<file path="config.mk">
export PLATFORM = sky130hd
export DESIGN_NAME = memc_evt_mon
export DESIGN_NICKNAME = d
export VERILOG_FILES = /design/src/rtl/memc_evt_pkg.sv /design/src/rtl/memc_cyc_ctr.sv /design/src/rtl/memc_evt_ctr.sv /design/src/rtl/memc_evt_mon.sv
export SDC_FILE = /design/constraint.sdc
export NUM_CORES = 2
export LEC_CHECK = 0
export BUFFER_PORTS_ARGS = -buffer_cell sky130_fd_sc_hd__buf_2
export CAP_MARGIN = 20
export CELL_PAD_IN_SITES_DETAIL_PLACEMENT = 1
export CELL_PAD_IN_SITES_GLOBAL_PLACEMENT = 1
export CORE_MARGIN = 2
export CORE_UTILIZATION = 45
export CTS_CLUSTER_SIZE = 12
export DETAILED_ROUTE_END_ITERATION = 6
export GPL_TIMING_DRIVEN = 0
export PLACE_DENSITY = 0.84
export SYNTH_ARGS = -nofsm -noshare
export SYNTH_HDL_FRONTEND = slang
export SYNTH_SLANG_ARGS = --single-unit
</file>
<file path="constraint.sdc">
create_clock -name clk -period 3.1 [get_ports clk]
set_input_delay 0.775 -clock clk [delete_from_list [all_inputs] [get_ports clk]]
set_output_delay 0.775 -clock clk [all_outputs]
set_load 0.01 [all_outputs]
</file>
<file path="src/rtl/memc_evt_pkg.sv">
// Package: shared codes and register map constants for the event counter unit.
// Assumes the address is split into a 2-bit region and an index below it.
package memc_evt_pkg;
    localparam int CODE_W = 3;
    localparam int CFG_W  = 5;

    typedef enum logic [CODE_W-1:0] {
        EV_OFF = 3'd0,
        EV_RD  = 3'd1,
        EV_WR  = 3'd2,
        EV_RMW = 3'd3
    } ev_code_e;

    localparam int CFG_EN_BIT  = 3;
    localparam int CFG_OVF_BIT = 4;

    localparam logic [1:0] RGN_MISC = 2'b00;
    localparam logic [1:0] RGN_CNT  = 2'b01;
    localparam logic [1:0] RGN_CFG  = 2'b10;

    localparam int MISC_CTRL   = 0;
    localparam int MISC_CYC_LO = 1;
    localparam int MISC_CYC_HI = 2;

    localparam int CTRL_RUN_BIT = 0;
    localparam int CTRL_CLR_BIT = 1;
endpackage

</file>
<file path="src/rtl/memc_cyc_ctr.sv">
// Module: free-running cycle counter of 2*HALF_W bits with a high-half shadow.
// A snap strobe (low-half read) copies the high half into the shadow register.
// Assumes clr and snap are single-cycle strobes from the register decoder.
module memc_cyc_ctr #(
    parameter int HALF_W = 32
) (
    input  logic              clk,
    input  logic              rst_n,
    input  logic              run,
    input  logic              clr,
    input  logic              snap,
    output logic [HALF_W-1:0] lo_o,
    output logic [HALF_W-1:0] hi_shadow_o
);
    localparam int FULL_W = 2 * HALF_W;

    logic [FULL_W-1:0] cnt_q;
    logic [HALF_W-1:0] shadow_q;

    // Count core clocks while running; clear has priority.
    always_ff @(posedge clk) begin
        if (!rst_n)   cnt_q <= '0;
        else if (clr) cnt_q <= '0;
        else if (run) cnt_q <= cnt_q + FULL_W'(1);
    end

    // Capture the high half when software reads the low half.
    always_ff @(posedge clk) begin
        if (!rst_n)    shadow_q <= '0;
        else if (clr)  shadow_q <= '0;
        else if (snap) shadow_q <= cnt_q[FULL_W-1:HALF_W];
    end

    assign lo_o        = cnt_q[HALF_W-1:0];
    assign hi_shadow_o = shadow_q;

    a_r2_cyc_step: assert property (@(posedge clk) disable iff (!rst_n)
        (run && !clr) |=> cnt_q == $past(cnt_q) + FULL_W'(1));
    a_r2_cyc_hold: assert property (@(posedge clk) disable iff (!rst_n)
        (!run && !clr) |=> $stable(cnt_q));
    a_r3_shadow_hold: assert property (@(posedge clk) disable iff (!rst_n)
        (!snap && !clr) |=> $stable(shadow_q));
    a_r7_cyc_clear: assert property (@(posedge clk) disable iff (!rst_n)
        clr |=> (cnt_q == '0 && shadow_q == '0));
endmodule

</file>
<file path="src/rtl/memc_evt_ctr.sv">
// Module: one saturating event counter with its configuration and sticky overflow.
// Assumes event pulses last one cycle each and that cnt_we and cfg_we are
// mutually exclusive with clr (one shared write port).
module memc_evt_ctr
    import memc_evt_pkg::*;
#(
    parameter int DATA_W = 32
) (
    input  logic              clk,
    input  logic              rst_n,
    input  logic              run,
    input  logic              clr,
    input  logic              ev_rd,
    input  logic              ev_wr,
    input  logic              ev_rmw,
    input  logic              cfg_we,
    input  logic              cnt_we,
    input  logic [DATA_W-1:0] wdata,
    output logic [DATA_W-1:0] cnt_o,
    output logic [CFG_W-1:0]  cfg_o
);
    ev_code_e          code_q;
    logic              en_q;
    logic              ovf_q;
    logic [DATA_W-1:0] cnt_q;
    logic              hit;
    logic              count_ok;
    logic              at_max;

    // Select the pulse named by the event code; other codes never hit.
    always_comb begin
        unique case (code_q)
            EV_RD:   hit = ev_rd;
            EV_WR:   hit = ev_wr;
            EV_RMW:  hit = ev_rmw;
            default: hit = 1'b0;
        endcase
    end

    assign count_ok = run && en_q && hit;
    assign at_max   = &cnt_q;

    // Hold the event selection and per-counter enable.
    always_ff @(posedge clk) begin
        if (!rst_n) begin
            code_q <= EV_OFF;
            en_q   <= 1'b0;
        end else if (cfg_we) begin
            code_q <= ev_code_e'(wdata[CODE_W-1:0]);
            en_q   <= wdata[CFG_EN_BIT];
        end
    end

    // Counter value: clear, then software write, then saturating increment.
    always_ff @(posedge clk) begin
        if (!rst_n)                   cnt_q <= '0;
        else if (clr)                 cnt_q <= '0;
        else if (cnt_we)              cnt_q <= wdata;
        else if (count_ok && !at_max) cnt_q <= cnt_q + DATA_W'(1);
    end

    // Sticky flag for an event lost at full scale.
    always_ff @(posedge clk) begin
        if (!rst_n)                           ovf_q <= 1'b0;
        else if (clr)                         ovf_q <= 1'b0;
        else if (count_ok && at_max && !cnt_we) ovf_q <= 1'b1;
    end

    assign cnt_o = cnt_q;
    assign cfg_o = {ovf_q, en_q, code_q};

    a_r5_no_count: assert property (@(posedge clk) disable iff (!rst_n)
        ((!run || !en_q) && !cnt_we && !clr) |=> $stable(cnt_q));
    a_r6_saturate: assert property (@(posedge clk) disable iff (!rst_n)
        (at_max && !cnt_we && !clr) |=> (&cnt_q));
    a_r6_ovf_sticky: assert property (@(posedge clk) disable iff (!rst_n)
        (ovf_q && !clr) |=> ovf_q);
    a_r7_ctr_clear: assert property (@(posedge clk) disable iff (!rst_n)
        clr |=> (cnt_q == '0 && !ovf_q));
    a_r8_write_wins: assert property (@(posedge clk) disable iff (!rst_n)
        (cnt_we && !clr) |=> cnt_q == $past(wdata));
endmodule

</file>
<file path="src/rtl/memc_evt_mon.sv">
// Module: top of the event counter unit: register decode, control, read mux.
// Address = {region[1:0], index[ADDR_W-3:0]}. Assumes N_CTR <= 2**(ADDR_W-2)
// and DATA_W >= 5 so a configuration entry fits one word.
module memc_evt_mon
    import memc_evt_pkg::*;
#(
    parameter int DATA_W = 32,
    parameter int N_CTR  = 16,
    parameter int ADDR_W = 6
) (
    input  logic              clk,
    input  logic              rst_n,
    input  logic              ev_rd,
    input  logic              ev_wr,
    input  logic              ev_rmw,
    input  logic              wr_en,
    input  logic              rd_en,
    input  logic [ADDR_W-1:0] addr,
    input  logic [DATA_W-1:0] wdata,
    output logic [DATA_W-1:0] rdata
);
    localparam int IDX_W = ADDR_W - 2;

    logic [1:0]        rgn;
    logic [IDX_W-1:0]  idx;
    logic              idx_ok;
    logic              ctrl_we;
    logic              clr;
    logic              snap;
    logic              run_q;
    logic [DATA_W-1:0] cyc_lo;
    logic [DATA_W-1:0] cyc_hi;
    logic [DATA_W-1:0] cnt_all [N_CTR];
    logic [CFG_W-1:0]  cfg_all [N_CTR];
    logic [DATA_W-1:0] rdata_d;
    logic [DATA_W-1:0] rdata_q;

    assign rgn     = addr[ADDR_W-1 -: 2];
    assign idx     = addr[IDX_W-1:0];
    assign idx_ok  = {1'b0, idx} < (IDX_W+1)'(N_CTR);
    assign ctrl_we = wr_en && rgn == RGN_MISC && idx == IDX_W'(MISC_CTRL);
    assign clr     = ctrl_we && wdata[CTRL_CLR_BIT];
    assign snap    = rd_en && rgn == RGN_MISC && idx == IDX_W'(MISC_CYC_LO);

    // Global run bit, loaded on every control write.
    always_ff @(posedge clk) begin
        if (!rst_n)       run_q <= 1'b0;
        else if (ctrl_we) run_q <= wdata[CTRL_RUN_BIT];
    end

    memc_cyc_ctr #(.HALF_W(DATA_W)) u_cyc (
        .clk         (clk),
        .rst_n       (rst_n),
        .run         (run_q),
        .clr         (clr),
        .snap        (snap),
        .lo_o        (cyc_lo),
        .hi_shadow_o (cyc_hi)
    );

    for (genvar g = 0; g < N_CTR; g++) begin : g_ctr
        memc_evt_ctr #(.DATA_W(DATA_W)) u_ctr (
            .clk    (clk),
            .rst_n  (rst_n),
            .run    (run_q),
            .clr    (clr),
            .ev_rd  (ev_rd),
            .ev_wr  (ev_wr),
            .ev_rmw (ev_rmw),
            .cfg_we (wr_en && rgn == RGN_CFG && idx == IDX_W'(g)),
            .cnt_we (wr_en && rgn == RGN_CNT && idx == IDX_W'(g)),
            .wdata  (wdata),
            .cnt_o  (cnt_all[g]),
            .cfg_o  (cfg_all[g])
        );
    end

    // Select the word for the addressed register; unmapped reads give zero.
    always_comb begin
        rdata_d = '0;
        unique case (rgn)
            RGN_MISC: begin
                if (idx == IDX_W'(MISC_CTRL))        rdata_d = DATA_W'(run_q);
                else if (idx == IDX_W'(MISC_CYC_LO)) rdata_d = cyc_lo;
                else if (idx == IDX_W'(MISC_CYC_HI)) rdata_d = cyc_hi;
            end
            RGN_CNT: if (idx_ok) rdata_d = cnt_all[idx];
            RGN_CFG: if (idx_ok) rdata_d = DATA_W'(cfg_all[idx]);
            default: rdata_d = '0;
        endcase
    end

    // Register read data on a read strobe and hold it otherwise.
    always_ff @(posedge clk) begin
        if (!rst_n)     rdata_q <= '0;
        else if (rd_en) rdata_q <= rdata_d;
    end

    assign rdata = rdata_q;

    a_r9_unmapped_zero: assert property (@(posedge clk) disable iff (!rst_n)
        (rd_en && rgn == 2'b11) |=> rdata == '0);
    a_r9_hold: assert property (@(posedge clk) disable iff (!rst_n)
        !rd_en |=> $stable(rdata));
endmodule

</file>
==> implementation parameters <==
Parameter                              Value

STA
  Unrepaired setup endpoints after global routing    true
  Timing-limited maximum frequency    around 0.3 GHz
  Transition time at the pin with the least slew margin    about 1300 ps
  Fin Hold WS    about 420 ps
  Fin crit period    ~3300 ps
  Endpoints failing setup    33
  Number of max-slew violations in the final report    0
  Setup skew after layout    around 22 ps
  Worst slew margin relative to its limit    0.1583
  Final period util    1.053
  Number of endpoints with negative hold slack in the final report    0
  Final setup slack of the worst path    -165.4 ps

Setup path
  Critical path, cell by cell    buf_2, buf_4, buf_4, buf_6, buf_4, mux2i_2, a21oi_1, nand3_1, o221ai_1, a22o_1
  Crit Path Class    in -> reg
  Worst R2R Start    run_q
  Kind of end point of the critical path    register
  Critical path launch point type    primary input
  Termination of the worst setup path    rdata[11]
  Data required time of the worst path    3670 ps
  Cell with the biggest individual delay on the critical path    sky130_fd_sc_hd__mux2i_2
  CP Launch Point    addr[1]
  R2R Path End    g_ctr[12].u_ctr.cnt_o[31]
  Register-to-register setup slack    -80 ps
  Delay of the slowest cell on the worst path    ~500 ps
  Max Fanout on Critical Path    10
  Cell count of the worst reg-to-reg path    7
  Most used cell along the critical path    sky130_fd_sc_hd__buf_4
  Signal arrival time at the worst endpoint    between 3000 and 4000 ps

Place
  Port bufs    72
  Total cell area at the placement stage    between 0.04 and 0.05 sq mm
  Placed wire-length estimate    approximately 180000 microns
  Placed insts    between 6000 and 7000
  DP Worst Slack    -1499 ps
  Last weighted congestion value of the routability-driven placer    around 1.1

Logic synthesis
  Warnings from Yosys    0
  Post-synth EDFFs    0
  Count of state elements after synthesis    ~700
  Summed instance area of the synthesized netlist    between 0.04 and 0.05 sq mm
  Portion of the post-synthesis area used by sequential elements    0.3429
  Number of distinct library cells after synthesis    85
  Dominant synthesized flop cell    sky130_fd_sc_hd__dfxtp_1
  Post-synthesis async set-or-reset flop share    0
  Mean Syn Cell Area    8.224 sq um
  Syn Inst Count    roughly 5100
  Post-synthesis net count    5180

Routing
  Average detailed-routed wire length per instance    roughly 35 microns
  Total DRC errors in the routed layout    1
  Final wirelength    about 240000 microns
  Via density    about 7
  Number of DRC markers after the initial detailed-route iteration    about 7100
  DR vias    between 40000 and 50000
  Post-route antenna net violation count    0
  Number of detailed-route iterations in the first pass    7

Power and ir drop
  Total Power    around 22 mW
  Static leakage    15.27 nW
  Worst-case vdd ir drop    0.3894 mV
  Power per Cell Area    459.0 mW/mm^2

Flow run
  Max capacitance violation total    0

Clocking
  TritonCTS clock tree    built
  Hold buffer count at CTS    0
  Inserted Clock Buffers    86
  Clock slew at reported path FFs    roughly 60 ps
  Root buffer cell    sky130_fd_sc_hd__clkbuf_16
  Sinks on the clock net    721
  Skew-Pair Late Insertion Delay    ~700 ps
  Deepest clock path buffer count    3
  CTS HTree Levels    3

Cells and area
  Number of non-filler instances in the completed layout    around 6700
  Growth of design area from synthesis to finish    13.71%
  Net count reported at finish    ~5400
  Post-route cell area    around 0.048 sq mm
  Count of filler cells inserted in the layout    ~11000
  Layout cells sized above 1    0.1036

Floorplanning
  Full die area    between 0.09 and 0.1 sq mm
  Effective utilization at floorplan    0.4524
  Placeable core region    a little over 0.09 sq mm
  Top-level port count    77
  Number of rows created at floorplan    112
  Die height    between 300 and 400 microns
  Die X    about 310 microns

Global routing
  Overall routing resource usage    0.4817
  Total grt overflow    0
  Pin count of the biggest net entering global routing    14
  Wire length of the first global-routing pass    approximately 330000 microns
  Vias in the first global route    around 44000
  Number of antenna violations at the first check in global routing    39

Hold path
  Classification of the worst-slack hold path    in -> reg

Run status
  Run status    complete, but fails checks
  Violated checks    design-rule violations, negative setup slack
cells by family (layout without fill, tap and decap cells):
logic type                 count (synthesis)  after routing  share of synthesized area
xor gates and xnor gates                 480            480                    0.09988
DFF                                      721            721                     0.3429
buffers and inverters                    402            658                    0.03784
adders and majority gates                 17             17                   0.005053
and+or+nand+nor                         1874           1874                     0.2286
AOI/OAI and AO/OA                       1355           1355                     0.1885
muxes                                    269            269                    0.09720
other                                      0             68                          0
where the power goes:
part	leakage [nW]	total [mW]	internal, mW	switching [mW]
clock network	1.43	10.7	6.18	4.52
logic	8.03	1.83	0.400	1.44
registers	5.81	9.43	9.33	0.107
routing by layer:
metal	track usage	share of wire	vias to the layer above
met3	0.1957	0.15	813
met2	0.6461	0.39	3516
met4	0.3416	0.078	22
met1	0.6198	0.38	23283
li1	-	-	19411
met5	0	0.00056	-
flip-flops by register name, indices dropped and copies added, names as in the netlist:
signal,count
g_ctr.u_ctr.cnt_o,512
g_ctr.u_ctr.code_q,48
g_ctr.u_ctr.en_q,16
g_ctr.u_ctr.ovf_q,16
rdata,32
run_q,1
u_cyc.cnt_q,64
u_cyc.hi_shadow_o,32
cell type report:
cell class	count	area [sq um]	share of cell area
multi-input combinational	3995	26250	0.5485
sequential	721	14430	0.3016
clock buffer	132	2640	0.05516
tap	1254	1569	0.03278
buffer	351	1535	0.03208
timing repair buffer	104	845.8	0.01767
clock inverter	22	232.7	0.004862
inverter	49	183.9	0.003843
antenna	68	170.2	0.003555
Yosys cell counts, drive strengths merged, types with 15 or more instances:
| cell type | count | area (sq um) |
|---|---|---|
| mux4 | 111 | 2500 |
| nand2 | 438 | 1644 |
| a22o | 23 | 201.4 |
| nor2b | 38 | 237.7 |
| nor2 | 358 | 1344 |
| mux2i | 150 | 1501 |
| buf | 86 | 405.4 |
| nor3 | 150 | 780.8 |
| inv | 49 | 183.9 |
| xor2 | 269 | 2356 |
| a31oi | 46 | 294.0 |
| o22ai | 16 | 100.1 |
| nand3 | 273 | 1366 |
| dfxtp | 721 | 14430 |
| a22oi | 38 | 285.3 |
| or3 | 16 | 100.1 |
| or4 | 17 | 127.6 |
| and2 | 42 | 262.8 |
| xnor2 | 211 | 1848 |
| o21ai | 475 | 2377 |
| and4 | 82 | 718.2 |
| nand3b | 16 | 120.1 |
| nand4 | 222 | 1401 |
| a211oi | 93 | 733.2 |
| o221ai | 15 | 131.4 |
| and3 | 113 | 706.9 |
| o31ai | 17 | 137.6 |
| nor4 | 73 | 530.5 |
| clkbuf | 267 | 1003 |
| o211ai | 15 | 112.6 |
| ha | 17 | 212.7 |
| a21oi | 518 | 2592 |
layout by cell type (no fill, tap or decap), types with 142 or more instances in the layout:
master	Yosys	routed
sky130_fd_sc_hd__clkbuf_1	266	231
sky130_fd_sc_hd__o21ai_0	474	474
sky130_fd_sc_hd__xor2_1	269	269
sky130_fd_sc_hd__nand3_1	273	272
sky130_fd_sc_hd__nor3_1	144	142
sky130_fd_sc_hd__a21oi_1	518	518
sky130_fd_sc_hd__nand2_1	438	437
sky130_fd_sc_hd__nor2_1	358	355
sky130_fd_sc_hd__xnor2_1	211	211
sky130_fd_sc_hd__nand4_1	220	220
sky130_fd_sc_hd__dfxtp_1	721	721
per-stage QoR:
step,setup TNS [ps],utilization
3_5_place_dp,-452900,0.4785
4_1_cts,0,0.5109
2_1_floorplan,0,-
6_report,-2057,0.5144
3_3_place_gp,-820200,0.4731
5_1_grt,-56.79,0.5127
critical path, delay by kind of cell:
family	cells	cell delay, ps
mux	1	500
buf+inv	5	1530
simple gates	1	290
compound gates	3	700
repair_timing:
item,4_1_cts,5_1_grt
pin swaps,1,0
buffers inserted,2,0
gates resized for setup,46,56
endpoints found under the hold margin,0,0
setup endpoints to repair,294,225
worst min path at each step:
stage	from	to	slack, ps	cells after the start
CTS	rst_n	rdata[31]	400	3
finish	rst_n	rdata[31]	420	3
global placement	g_ctr[11].u_ctr.ovf_q	g_ctr[11].u_ctr.ovf_q	440	2
global route	rst_n	rdata[31]	430	3
floorplan	g_ctr[11].u_ctr.ovf_q	g_ctr[11].u_ctr.ovf_q	430	2
detailed placement	u_cyc.hi_shadow_o[6]	u_cyc.hi_shadow_o[6]	450	2
Power figures use the tool's default switching activity.
